File: config.mk
export PLATFORM = sky130hd
export DESIGN_NAME = chroma_step_sel
export DESIGN_NICKNAME = d
export VERILOG_FILES = /design/src/rtl/chroma_step_sel.sv
export SDC_FILE = /design/constraint.sdc
export NUM_CORES = 1
export LEC_CHECK = 0
export CAP_MARGIN = 20
export CORE_MARGIN = 2
export CORE_UTILIZATION = 30
export CTS_CLUSTER_DIAMETER = 50
export DETAILED_ROUTE_END_ITERATION = 16
export GPL_TIMING_DRIVEN = 0
export HOLD_SLACK_MARGIN = 0.02
export SKIP_CTS_REPAIR_TIMING = 1
export SLEW_MARGIN = 15
export SYNTH_ARGS = -nofsm -noshare
export SYNTH_HDL_FRONTEND = slang
export SYNTH_SLANG_ARGS = --single-unit
File: constraint.sdc
create_clock -name clk -period 3.8 [get_ports clk]
set_clock_uncertainty 0.15 [all_clocks]
set_input_delay 0.57 -clock clk [delete_from_list [all_inputs] [get_ports clk]]
set_output_delay 0.57 -clock clk [all_outputs]
set_load 0.01 [all_outputs]
File: src/rtl/chroma_step_sel.sv
module chroma_step_sel #(
  parameter int DECIM = 64
) (
  input  logic        clk,
  input  logic        rst_n,
  input  logic        tick,
  input  logic        enc_a,
  input  logic        enc_b,
  output logic [4:0]  step_idx,
  output logic [15:0] speed
);
  localparam int CW = $clog2(DECIM + 1);
  localparam logic [4:0]  TOP  = 5'd24;
  localparam logic [4:0]  MID  = 5'd12;
  localparam logic [15:0] UNIT = 16'h0100;

  logic [CW-1:0] cnt;
  logic          seen;
  logic          sample;
  logic          detent;
  logic [4:0]    nxt;

  function automatic logic [15:0] rate(input logic [4:0] i);
    case (i)
      5'd0:  rate = 16'h0080;
      5'd1:  rate = 16'h0088;
      5'd2:  rate = 16'h0090;
      5'd3:  rate = 16'h0098;
      5'd4:  rate = 16'h00A1;
      5'd5:  rate = 16'h00AB;
      5'd6:  rate = 16'h00B5;
      5'd7:  rate = 16'h00C0;
      5'd8:  rate = 16'h00CB;
      5'd9:  rate = 16'h00D7;
      5'd10: rate = 16'h00E4;
      5'd11: rate = 16'h00F2;
      5'd12: rate = 16'h0100;
      5'd13: rate = 16'h010F;
      5'd14: rate = 16'h011F;
      5'd15: rate = 16'h0130;
      5'd16: rate = 16'h0143;
      5'd17: rate = 16'h0156;
      5'd18: rate = 16'h016A;
      5'd19: rate = 16'h0180;
      5'd20: rate = 16'h0196;
      5'd21: rate = 16'h01AF;
      5'd22: rate = 16'h01C8;
      5'd23: rate = 16'h01E3;
      default: rate = 16'h0200;
    endcase
  endfunction

  assign sample = tick && (cnt == CW'(1));
  assign detent = sample && !enc_a && !seen;

  always_comb begin
    nxt = step_idx;
    if (detent) begin
      if (!enc_b) nxt = (step_idx >= TOP) ? TOP : step_idx + 5'd1;
      else if (step_idx != 5'd0) nxt = step_idx - 5'd1;
    end
  end

  always_ff @(posedge clk) begin
    if (!rst_n) begin
      cnt      <= CW'(DECIM);
      seen     <= 1'b0;
      step_idx <= MID;
      speed    <= UNIT;
    end else begin
      if (tick) cnt <= sample ? CW'(DECIM) : cnt - CW'(1);
      if (sample) seen <= !enc_a;
      step_idx <= nxt;
      if (nxt != step_idx) speed <= rate(nxt);
    end
  end
endmodule


======== Word-level counts from Yosys, hierarchy flattened ========
Memory sizes are Yosys's and may differ from the RTL's. A register that Yosys moved wholly into a read port is not among the register bits.
Index checks and enable logic that the tools add are counted.
word-level totals
  register bits after elaboration ......... 29
  input bits .............................. 5
  memory bits (read-only) ................. 320
  output and inout bits ................... 21
  word-level logic and storage cells ...... 23
  memories ................................ 1
operators by class
  equality and inequality tests ........... 2
  add/subtract/negate cells ............... 3
  reduce and logical (&&, ||, !) cells .... 7
  multiplexer cells ....................... 5
  magnitude comparators ................... 1
memories
  memory           words  width  rd ports  clocked after memory_dff  wr ports  RTL line  source
  (no name shown)  32     10     1         1                         0         24        case (i)
operators by type and width
  operator                                                             number
  5-bit 2-to-1 mux                                                     4
  7-bit by 1-bit == test with 1-bit output (second input constant)     1
  7-bit 2-to-1 mux                                                     1
  7-bit by 1-bit subtractor with 7-bit output (second input constant)  1
  5-bit by 1-bit adder with 5-bit output (second input constant)       1
  5-bit >= comparator (second input constant)                          1
  5-bit != test                                                        1
  5-bit nonzero test                                                   1
  5-bit by 1-bit subtractor with 5-bit output (second input constant)  1
  1-bit logical AND                                                    3
  1-bit zero test                                                      3

======== Logic depth before layout (Yosys ltp) ========
  word-level depth ........................ 6
  mapped depth ............................ 11
  mapped depth without buffers ............ 11

======== Worst setup path before layout ========
OpenSTA, ideal clock, no wires.
  path type ............................... register to register
  start ................................... register step_idx[0]
  end ..................................... register speed[1]
  data required time ...................... 3512 ps
  arrival time ............................ 2426 ps
  setup slack ............................. 1086 ps
  setup time .............................. 138 ps
  period minus slack after synthesis ...... 2714 ps
  buffers on the path ..................... 0
  cell stages (with the launch flop) ...... 12
  path through ............................ dfxtp_1 -> inv_1 -> ha_1 -> nor4b_4 -> a2111oi_4 -> mux2_4 -> inv_4 -> ha_1 -> nand2_1 -> o311a_1 -> a31oi_1 -> a31oi_1
on the way
  cells in the longest elaborated chain, start to end .. 5
  elaborated cells between the ends (all ways) .. 9
  classes of those cells .................. 2 x add/sub; 1 x order compare; 1 x eq/ne; 4 x mux; 1 x reduce/logical
RTL lines
  item                                                                  RTL line  source
  start: declaration                                                    9         output logic [4:0] step_idx,
  start signal: assignment                                              73        step_idx <= nxt;
  5-bit by 1-bit adder with 5-bit output, or another cell as far along  59        if (!enc_b) nxt = (step_idx >= TOP) ? TOP : step_idx + 5'd1;
  5-bit 2-to-1 mux, on equally long branches                            59, 60
  5-bit 2-to-1 mux                                                      59
  5-bit 2-to-1 mux                                                      58        if (detent) begin
  5-bit != test                                                         74        if (nxt != step_idx) speed <= rate(nxt);
  end: declaration                                                      10        output logic [15:0] speed
Parallel ways exist; a longest one is shown, timed or not.
A chain may end at the register's enable or synchronous reset.

======== Worst setup path in the final report ========
  start ................................... input port tick
  end ..................................... register speed[1]
on the way
  cells in the longest elaborated chain, start to end .. 5
RTL lines
  item                                RTL line  source
  start: declaration                  6         input logic tick,
  1-bit logical AND (*)               53        assign sample = tick && (cnt == CW'(1));
  1-bit logical AND (*) (2 in a row)  54        assign detent = sample && !enc_a && !seen;
  5-bit 2-to-1 mux (*)                58
  5-bit != test                       74
Every way passes the cells marked *; elsewhere a longest branch is shown, timed or not.

==> qor.log <==
[logic_synthesis] synthesized area 1632 µm²
[timing] post-route clock period utilization 0.8197
[routing] number of DRC violations after detailed routing 0
[routing] detailed-route wire length 3.985 mm
[routing] number of optimization iterations in the first detailed-route pass 4
[worst_setup_path] flop2flop setup slack 0.80 ns
[logic_synthesis] area fraction of the dominant cell type after synthesis 0.2822
[clock_network] clock tree from TritonCTS done
[final_layout] register area 460.4 µm²
[worst_setup_path] CP Data Required Time 3.78 ns
[power] maximum VDD drop 0.0001529 V
[job] max-cap violation count 0
[clock_network] Num CTS Buffers 3
[worst_setup_path] element type at the critical path end flop
[floorplanning] number of placement rows 26
[logic_synthesis] Synth area leader sky130_fd_sc_hd__dfxtp_1
[logic_synthesis] synthesized flop and latch total 23
[worst_setup_path] Setup crit start kind input pin
[logic_synthesis] number of distinct library cell variants in the gate-level netlist after synthesis 53
[logic_synthesis] number of warnings reported in the yosys synthesis log 0
[place] Inst Count DP 296
[logic_synthesis] number of enable-type register cells in the synthesized netlist 0
[floorplanning] core area 5172 µm²
[power] areal power density over the cells 261.0 nW/µm²
[floorplanning] io pins 26
[clock_network] depth of the CTS H-tree 1
[routing] Routed Antenna Nets 0
[logic_synthesis] multiplexer share of the synthesized area 0.02837
[timing] Tightest Pin Transition 0.6381 ns
[global_route] via count of the first global-routing pass 1336
[worst_setup_path] Cell Chain, Critical Path clkdlybuf4s50_1, nand4bb_1, a2111oi_4, mux2_4, inv_4, ha_1, nand2_1, o311a_1, a31oi_1, a31oi_1
[power] switching part of the total power 0.2777
[final_layout] layout cell share with drive strength beyond 1 0.1391
[logic_synthesis] most frequent cells after synthesis sky130_fd_sc_hd__nor2_1 (24), sky130_fd_sc_hd__dfxtp_1 (23), sky130_fd_sc_hd__nand2_1 (16), sky130_fd_sc_hd__o21ai_0 (15), sky130_fd_sc_hd__a21oi_1 (13)
[logic_synthesis] share of the synthesized netlist area taken by xor and xnor gates 0.02684
[timing] pins over their slew limit 0
[timing] number of setup violations in the final report 0
[power] share of total power in combinational logic 0.189
[logic_synthesis] share of synthesized cell area in and, or, nand and nor gates 0.2247
[power] leakage power of the design 0.7277 nW
[final_layout] diode count 0
[place] port bufs 19
[clock_network] clock insertion delay at the later pin of the skew report 0.27 ns
[place] HPWL after DPL 2.930 mm
[logic_synthesis] Adder-Cell Fraction of Synth Area 0.06135
[worst_setup_path] Data arrival, critical path 3.10 ns
[logic_synthesis] top-count cell post-synth sky130_fd_sc_hd__nor2_1
[worst_setup_path] kind of cell adding the most delay to the critical path compound AO/OA/AOI/OAI gates
[clock_network] total clock sinks 23
[logic_synthesis] average footprint of a synthesized cell 8.077 µm²
[power] cell-internal power 371.9 µW
[global_route] overflow left after global routing 0
[worst_setup_path] Worst path max stage delay 0.60 ns
[timing] hold violation count in the final report 0
[timing] Tmin final 3.115 ns
[timing] setup repair after global routing missed its margin false
[final_layout] post-route insts no fill 300
[global_route] pin count of the biggest net entering global routing 13
[routing] number of violations reported at the end of detailed-routing iteration 0 126
[logic_synthesis] Synth Instances 202
[logic_synthesis] FFs w/ async S/R, synth 0
[hold_path] worst min-delay path category reg -> reg
[worst_setup_path] category of the critical setup timing path in -> reg
[routing] average routed wire per standard cell 13.28 µm
[timing] TNS Setup 0 ns
[final_layout] number of filler instances in the final layout 546
[worst_setup_path] Crit-path slowest cell sky130_fd_sc_hd__clkdlybuf4s50_1
[logic_synthesis] ys flop type sky130_fd_sc_hd__dfxtp_1
[global_route] GR Util All Layers 0.1320
[clock_network] cell at the root of the clock tree sky130_fd_sc_hd__clkbuf_8
[global_route] wire length of the first global-routing pass 6.617 mm
[floorplanning] initial core utilization 0.3154
[clock_network] Worst-path clk slew 0.09 ns
[place] final RePlAce weighted congestion 0.8911
[power] sequential power share 0.516
[logic_synthesis] compound-cell area share of the yosys netlist 0.2975
[logic_synthesis] most area-consuming cells after synthesis sky130_fd_sc_hd__dfxtp_1 (28%), sky130_fd_sc_hd__ha_1 (6.1%), sky130_fd_sc_hd__nor2_1 (5.5%)
[final_layout] fin nets 244
[floorplanning] Die X-Extent 77.75 µm
[power] fraction of power consumed by the clock network 0.296
[routing] total number of vias 1571
[worst_setup_path] library cell appearing most often on the critical path sky130_fd_sc_hd__a31oi_1
[floorplanning] DIE AREA 6044 µm²
[global_route] initial antenna violation count 0
[power] net load switching power 143.0 µW
[final_layout] area used by multi-input combinational logic 1065 µm²
[worst_setup_path] maximum fanout encountered on the critical timing path 10
[floorplanning] height of the die 77.75 µm
[logic_synthesis] part of the Yosys area used for sequential elements 0.2822
[timing] Slew Limit Headroom 0.5690
[final_layout] synthesis-to-layout area growth 20.94%
[worst_setup_path] buffers and inverters on the worst path 2
[timing] highest clock rate 0.3210 GHz
[clock_network] maximum buffer depth of the clock tree 2
[logic_synthesis] combinational family with the most area after synthesis compound AO/OA/AOI/OAI gates
[routing] Via-to-Cell Ratio 5.237
[run_status] result of the run finished, final reports clean
==> power by group through the flow <==
stage	clock network [mW]	registers, mW	logic [mW]
floorplan	0	0.269	0.0736
global placement	0	0.271	0.0954
detailed placement	0	0.271	0.0958
CTS	0.158	0.265	0.0964
global route	0.170	0.267	0.108
finish	0.152	0.265	0.0972
==> sequential cells by signal, summed over array words and instances, names as in the netlist <==
signal	cells
step_idx	5
cnt	7
speed	10
seen	1
==> tightest hold or removal path, delay by kind of cell (launching register included) <==
kind / cells / cell delay (ns)
DFF: 1 / 0.34
muxes: 1 / 0.07
and+or+nand+nor: 1 / 0.06
==> cells in the final DEF (no fill, tap or decap), drive strengths merged, types with 3 or more instances in the layout <==
master,n
nor4b,3
o21ai,15
nor2,24
inv,7
clkbuf,7
a31oi,11
clkdlybuf4s50,19
dfxtp,23
buf,14
nor3,5
ha,8
nand2,16
a21oi,13
a32oi,3
conb,6
xnor2,3
o211ai,4
nand3,8
==> final timing paths <==
path | from | end | depth (start not counted)
setup / recovery | tick | speed[1]$_SDFFE_PN0P_ | 10
hold / removal | speed[8]$_SDFFE_PN1P_ | speed[8]$_SDFFE_PN1P_ | 2
setup reg to reg | step_idx[0]$_SDFF_PN0_ | speed[1]$_SDFFE_PN0P_ | 11
hold reg to reg | speed[8]$_SDFFE_PN1P_ | speed[8]$_SDFFE_PN1P_ | 2
==> kinds of logic after synthesis <==
kind of cell | after synthesis
other | 1
adders and majority gates | 8
buffers and inverters | 24
DFF | 23
AOI/OAI and AO/OA | 68
and+or+nand+nor | 69
muxes | 4
xor gates and xnor gates | 5
==> routing by layer <==
metal,vias to the layer above,wire [µm],track usage
met5,-,0,0
met4,0,43,0.04286
met3,4,179,0.009302
met2,48,1761,0.2026
met1,723,2000,0.1946
li1,796,-,-
==> through the flow <==
stage               cell area (µm²)  setup WS (ns)  hold slack [ns]    util  total power, mW
finish                         1973         0.6851           0.3387  0.3815           0.5149
global route                   1973         0.5260           0.3711  0.3815           0.5445
CTS                            1973         0.6988           0.3471  0.3815           0.5192
detailed placement             1928         0.4263           0.3187  0.3728           0.3666
global placement               1928         0.4209           0.3209  0.3728           0.3660
floorplan                      1650          1.086           0.3185       -           0.3423
==> final cells by class <==
class / count / share of cell area
inverters: 7 / 0.01458
well taps: 70 / 0.04439
repair buffers: 19 / 0.09639
multi-input cells: 160 / 0.5396
plain buffers: 17 / 0.04883
flip-flops and latches: 23 / 0.2334
clock buffers: 4 / 0.02283
Power figures use the tool's default switching activity.
